--- config.mk ---
export PLATFORM = sky130hd
export DESIGN_NAME = desc_sort_pipe
export DESIGN_NICKNAME = d
export VERILOG_FILES = /design/src/rtl/sortnet_pkg.sv /design/src/rtl/sortnet_cex.sv /design/src/rtl/sortnet_layer.sv /design/src/rtl/desc_sort_pipe.sv
export SDC_FILE = /design/constraint.sdc
export NUM_CORES = 2
export LEC_CHECK = 0
export CORE_MARGIN = 4
export CORE_UTILIZATION = 40
export DETAILED_ROUTE_END_ITERATION = 10
export DONT_BUFFER_PORTS = 1
export GPL_TIMING_DRIVEN = 0
export SKIP_LAST_GASP = 1
export SYNTH_ARGS = -nofsm -noshare
export SYNTH_HDL_FRONTEND = slang
export SYNTH_SLANG_ARGS = --single-unit
export TNS_END_PERCENT = 10
--- constraint.sdc ---
create_clock -name clk -period 2.7 [get_ports clk]
set_input_delay 0.135 -clock clk [delete_from_list [all_inputs] [get_ports clk]]
set_output_delay 0.135 -clock clk [all_outputs]
set_load 0.02 [all_outputs]
--- src/rtl/sortnet_pkg.sv ---
// Package: helpers shared by the sorting network.
// Assumes layers are enumerated in bitonic order: for each merge span
// 2,4,8,... the partner distance runs from half the span down to 1.
package sortnet_pkg;

    // Number of layers in a bitonic network over 2**logl lanes.
    function automatic int net_layers(input int logl);
        return (logl * (logl + 1)) / 2;
    endfunction

    // Merge span (block size) used by layer s.
    function automatic int layer_span(input int s);
        int cnt;
        int res;
        cnt = 0;
        res = 0;
        for (int p = 1; p <= 16; p++) begin
            for (int q = p; q >= 1; q--) begin
                if (cnt == s) res = 1 << p;
                cnt++;
            end
        end
        return res;
    endfunction

    // Partner distance used by layer s.
    function automatic int layer_dist(input int s);
        int cnt;
        int res;
        cnt = 0;
        res = 0;
        for (int p = 1; p <= 16; p++) begin
            for (int q = p; q >= 1; q--) begin
                if (cnt == s) res = 1 << (q - 1);
                cnt++;
            end
        end
        return res;
    endfunction

endpackage

--- src/rtl/sortnet_cex.sv ---
// Module: one compare-exchange element with no storage.
// Operands are unsigned. When MAX_LOW is 1 the larger value leaves on the
// low-index side (y_lo), otherwise it leaves on the high-index side. Equal
// values go straight through.
module sortnet_cex #(
    parameter int WIDTH   = 16,
    parameter bit MAX_LOW = 1'b1
) (
    input  logic [WIDTH-1:0] a_lo,
    input  logic [WIDTH-1:0] a_hi,
    output logic [WIDTH-1:0] y_lo,
    output logic [WIDTH-1:0] y_hi
);

    logic swap;

    // Decide whether the two operands trade places.
    always_comb begin
        if (MAX_LOW) swap = (a_hi > a_lo);
        else         swap = (a_lo > a_hi);
    end

    // Route the operands according to the swap decision.
    always_comb begin
        y_lo = swap ? a_hi : a_lo;
        y_hi = swap ? a_lo : a_hi;
    end

endmodule

--- src/rtl/sortnet_layer.sv ---
// Module: one registered layer of the bitonic network.
// Pairs lane i with lane i+DIST wherever bit DIST of i is clear. Within each
// SPAN-sized block the direction follows bit SPAN of i, so the last layer
// (SPAN equal to the lane count) orders everything descending. Data
// registers are not reset; only the valid flag is.
module sortnet_layer #(
    parameter int WIDTH = 16,
    parameter int LANES = 16,
    parameter int SPAN  = 2,
    parameter int DIST  = 1
) (
    input  logic                        clk,
    input  logic                        rst_n,
    input  logic                        v_i,
    input  logic [LANES-1:0][WIDTH-1:0] d_i,
    output logic                        v_o,
    output logic [LANES-1:0][WIDTH-1:0] d_o
);

    logic [LANES-1:0][WIDTH-1:0] d_nxt;

    // One compare-exchange for each lane pair of this layer.
    for (genvar i = 0; i < LANES; i++) begin : g_pair
        if ((i & DIST) == 0) begin : g_cex
            sortnet_cex #(
                .WIDTH  (WIDTH),
                .MAX_LOW(((i & SPAN) == 0) ? 1'b1 : 1'b0)
            ) u_cex (
                .a_lo(d_i[i]),
                .a_hi(d_i[i + DIST]),
                .y_lo(d_nxt[i]),
                .y_hi(d_nxt[i + DIST])
            );
        end
    end

    // Register the layer result; the data path has no reset.
    always_ff @(posedge clk) begin
        d_o <= d_nxt;
    end

    // Carry the valid flag alongside the data and clear it on reset.
    always_ff @(posedge clk) begin
        if (!rst_n) v_o <= 1'b0;
        else        v_o <= v_i;
    end

    // every registered pair keeps the order this layer imposed.
    for (genvar i = 0; i < LANES; i++) begin : g_chk
        if ((i & DIST) == 0) begin : g_pairchk
            if ((i & SPAN) == 0) begin : g_dn
                a_r1_pair_order: assert property (@(posedge clk) disable iff (!rst_n)
                    v_o |-> (d_o[i] >= d_o[i + DIST]));
            end else begin : g_up
                a_r1_pair_order: assert property (@(posedge clk) disable iff (!rst_n)
                    v_o |-> (d_o[i] <= d_o[i + DIST]));
            end
        end
    end

    // the valid flag is clear on the first cycle after reset release.
    a_r8_reset_clear: assert property (@(posedge clk) disable iff (!rst_n)
        $rose(rst_n) |-> !v_o);

endmodule

--- src/rtl/desc_sort_pipe.sv ---
// Module: pipelined descending sorter (top).
// Pads NUM_VALS inputs with zero up to a power-of-two lane count and runs
// them through a registered bitonic network, one register per layer. Only
// the upper NUM_VALS lanes reach the output. Assumes unsigned data, no
// stalls, and a consumer that always takes the output.
module desc_sort_pipe
    import sortnet_pkg::*;
#(
    parameter int NUM_VALS = 9,
    parameter int WIDTH    = 16
) (
    input  logic                      clk,
    input  logic                      rst_n,
    input  logic                      in_valid,
    input  logic [NUM_VALS*WIDTH-1:0] in_data,
    output logic                      out_valid,
    output logic [NUM_VALS*WIDTH-1:0] out_data
);

    localparam int LOGL    = $clog2(NUM_VALS);
    localparam int LANES   = 1 << LOGL;
    localparam int NLAYERS = net_layers(LOGL);
    localparam int CW      = $clog2(NLAYERS + 1);

    logic [NLAYERS:0][LANES-1:0][WIDTH-1:0] st;
    logic [NLAYERS:0]                       vs;

    // Load the real inputs and fill the remaining lanes with zero.
    for (genvar i = 0; i < LANES; i++) begin : g_in
        if (i < NUM_VALS) begin : g_real
            assign st[0][i] = in_data[i*WIDTH +: WIDTH];
        end else begin : g_pad
            assign st[0][i] = '0;
        end
    end
    assign vs[0] = in_valid;

    // The chain of registered network layers.
    for (genvar s = 0; s < NLAYERS; s++) begin : g_layer
        sortnet_layer #(
            .WIDTH(WIDTH),
            .LANES(LANES),
            .SPAN (layer_span(s)),
            .DIST (layer_dist(s))
        ) u_layer (
            .clk  (clk),
            .rst_n(rst_n),
            .v_i  (vs[s]),
            .d_i  (st[s]),
            .v_o  (vs[s+1]),
            .d_o  (st[s+1])
        );
    end

    // Drive the output from the upper lanes of the last layer.
    for (genvar i = 0; i < NUM_VALS; i++) begin : g_out
        assign out_data[i*WIDTH +: WIDTH] = st[NLAYERS][i];
    end
    assign out_valid = vs[NLAYERS];

    // Checker state: edges since reset release, saturating at the depth.
    logic [CW-1:0] since_rst;
    always_ff @(posedge clk) begin
        if (!rst_n)                    since_rst <= '0;
        else if (since_rst < CW'(NLAYERS)) since_rst <= since_rst + 1'b1;
    end

    // the nine output slots are in descending order.
    for (genvar i = 0; i + 1 < NUM_VALS; i++) begin : g_ord
        a_r1_out_desc: assert property (@(posedge clk) disable iff (!rst_n)
            out_valid |-> (out_data[i*WIDTH +: WIDTH] >= out_data[(i+1)*WIDTH +: WIDTH]));
    end

    // no result can appear before a full pipeline depth after reset.
    a_r3_no_early_valid: assert property (@(posedge clk) disable iff (!rst_n)
        out_valid |-> (since_rst >= CW'(NLAYERS)));

endmodule

==> results by group <==
Yosys
  • Cells after Synth: approximately 7000
  • FF+latch count, synth: ~1900
  • Ys flop type: dfxtp_1
  • Syn Area/Cell: approximately 12 um^2
  • Seq/Total Area, Yosys: a little under half
  • Async SR Flop Fraction: 0%
  • Yosys top cell by area: dfxtp_1
  • Number of different library cells in the post-synthesis netlist: 43
  • Post-synth top area share: between 40 and 50%
  • Yosys warning total: 0
  • Synth top cells by count: 1914 x dfxtp_1, 1638 x mux2_2, 928 x inv_1
  • Post-Syn Area: 80600 um^2
  • Synth top area cells: dfxtp_1 48%, mux2_2 23%, ha_1 14%
  • Most numerous cell in the Yosys netlist: dfxtp_1
  • Post-synth EDFFs: 0

Die
  • Die Width: 457 um
  • Initial cell density of the core: around two fifths
  • Die Y: 457 um
  • Core region area: roughly 200000 um^2
  • Site row count: 164
  • Die area: 209000 um^2
  • Number of I/O pins: between 200 and 300

Drt
  • DRC viols: 0
  • Final WL: 226000 um
  • Initial DRC Count: 2681
  • First-pass DRT Iterations: 5
  • Antenna viol nets, final: 0
  • DR vias: 51300
  • Post-DR vias/cell: approximately 5
  • Wirelength per Cell: approximately 22 um

Global route
  • GRT Total Usage: around a fifth
  • Largest net degree at the start of global routing: 17
  • GRT Residual Overflow: 0
  • Vias in the first global route: 52900
  • Global-route wire length before repair: roughly 330000 um
  • Initial antenna violation count: 17

Hold path
  • Min-delay worst type: input port to flop

Clock network
  • Reg clk slew, reported paths: 0.06 ns
  • TritonCTS clock tree: yes
  • Root buf cell: clkbuf_16
  • Clock latency on the worst-skew pair: about 0.85 ns
  • Clock buffer depth: 3
  • CTS Buf Count: 197
  • Clock Sinks: 1914
  • H-tree Lvls: 4

Run
  • Number of max-cap violations: 0

Setup path
  • Critical path peak fanout: 10
  • Critical path arrival: approximately 3.5 ns
  • CP startpoint kind: flop
  • CP required: about 3.4 ns
  • Worst path cell trace: inv_1, ha_1, nor2b_1, o211ai_1, a2111oi_0, a2111oi_0, a21o_1, buf_2, mux2_2
  • Worst setup path category: flop to flop
  • Largest stage delay on the critical path: slightly below 0.5 ns
  • CP most frequent cell: a2111oi_0
  • CP Capture Type: flop
  • Worst path slowest cell: a2111oi_0

Place
  • HPWL Detailed: 181000 um
  • Routability cong.: about 0.92
  • IO Port Bufs: 0
  • DP Worst Slack: -0.239 ns

Timing
  • Final Hold Viols: 0
  • RSZ-0062 raised after global routing: true
  • Final setup fails: 128
  • Fin. max-slew vios: 0
  • Achievable Freq: roughly 360 MHz
  • Minimum clock period: 2.78 ns
  • Final period utilization: 103%
  • Slew Limit Headroom: 50.7%
  • Worst slew pin tran: between 0.7 and 0.8 ns
  • WHS: 0.0692 ns
  • Worst Skew: approximately 0.052 ns
  • Post-route setup slack: -0.0759 ns

Final layout
  • Area delta synth->final: 17.6%
  • Final core utilization: 47.3%
  • Fillers: 18000
  • Share of cells above drive strength 1: 28.4%
  • Fin nets: 8615

Outcome
  • Failing checks: negative setup slack
  • Outcome: finished with violations
[layer usage]
metal | GRT usage, % | wire length (um)
met1 | 25.5 | 95700
met2 | 37.2 | 109000
met3 | 3.24 | 8650
met4 | 10.3 | 12600
met5 | 0 | 0
[worst max-delay path: cells and delay by family (launching register included)]
kind / cells / cell delay (ns)
compound gates: 4 / 1.11
flops: 1 / 0.36
fa+ha+maj: 1 / 0.31
mux: 1 / 0.39
buf+inv: 2 / 0.34
simple gates: 1 / 0.13
[final cells by class]
| class | instances | area, um^2 | area share, % |
|---|---|---|---|
| Clock inverter | 110 | 1650 | 1.74 |
| Multi-Input combinational cell | 3980 | 37800 | 39.9 |
| Sequential cell | 1914 | 38300 | 40.5 |
| Antenna cell | 13 | 32.5 | 0.0343 |
| Timing Repair Buffer | 304 | 3010 | 3.17 |
| Clock buffer | 257 | 5520 | 5.82 |
| Tap cell | 2656 | 3320 | 3.51 |
| Buffer | 263 | 1560 | 1.65 |
| Inverter | 928 | 3480 | 3.68 |
[layout by cell type, fill, tap and decap left out, types with 10 or more instances in the layout]
cell type	instances
a2111oi_0	40
a21boi_0	19
a21o_1	66
a21oi_1	334
a221oi_1	18
a22oi_1	19
a31oi_2	10
and2_1	10
buf_2	57
buf_4	66
buf_6	41
bufinv_16	26
clkbuf_1	136
clkbuf_16	197
clkbuf_8	36
clkinv_16	11
clkinv_2	31
clkinv_4	12
clkinvlp_4	17
conb_1	112
dfxtp_1	1902
diode_2	13
dlygate4sd3_1	289
ha_1	880
inv_1	928
mux2_1	10
mux2_2	1638
nand2_1	167
nand2b_1	20
nand3_1	28
nand4_1	192
nor2_1	84
nor2b_1	43
nor3_1	27
nor4_1	38
nor4_2	12
o211ai_1	26
o21ai_0	122
o21bai_1	21
[cells by family (layout without fill, tap and decap cells)]
kind of cell	Yosys count	count (layout)	synth area share, %
simple gates	625	625	4.08
other cells	1	125	0.00465
mux	1648	1648	23.0
fa+ha+maj	880	880	13.7
compound gates	715	715	5.45
flops	1914	1914	47.6
buf+inv	1191	1862	6.21
[repair_timing]
item / in CTS / in global routing
setup endpoints to repair: 398 / 1316
hold buffers: 289 / 0
pin swaps: 5 / 11
hold endpoints to repair: 154 / 0
resized for setup: 34 / 35
setup buffers: 5 / 7
cloned: 3 / 0
[per-stage QoR]
step	cells	setup TNS, ns	instance area (um^2)
2_1_floorplan	7085	0	81000
3_3_place_gp	9741	-14.60	84300
3_5_place_dp	9741	-24.07	84300
4_1_cts	10400	-6.61	94500
5_1_grt	10400	-94.10	94700
6_report	10400	-3.35	94700
[registers in the layout, indices dropped and copies added (netlist names)]
name / count
g_layer.u_layer.v_o: 10
g_layer.u_layer.d_o: 1904
[worst paths after layout]
check	slack (ns)	to	start	depth (start not counted)
setup / recovery	-0.08	g_layer[3].u_layer.d_o[64]	g_layer[2].u_layer.d_o[1]	9
hold / removal	0.07	g_layer[0].u_layer.d_o[80]	in_data[64]	2
setup reg to reg	-0.08	g_layer[3].u_layer.d_o[64]	g_layer[2].u_layer.d_o[1]	9
hold reg to reg	0.30	g_layer[1].u_layer.d_o[130]	g_layer[0].u_layer.d_o[130]	0
Power is not shown: default switching activity piles up to over one toggle a cycle in this logic, so the estimate is an artifact.
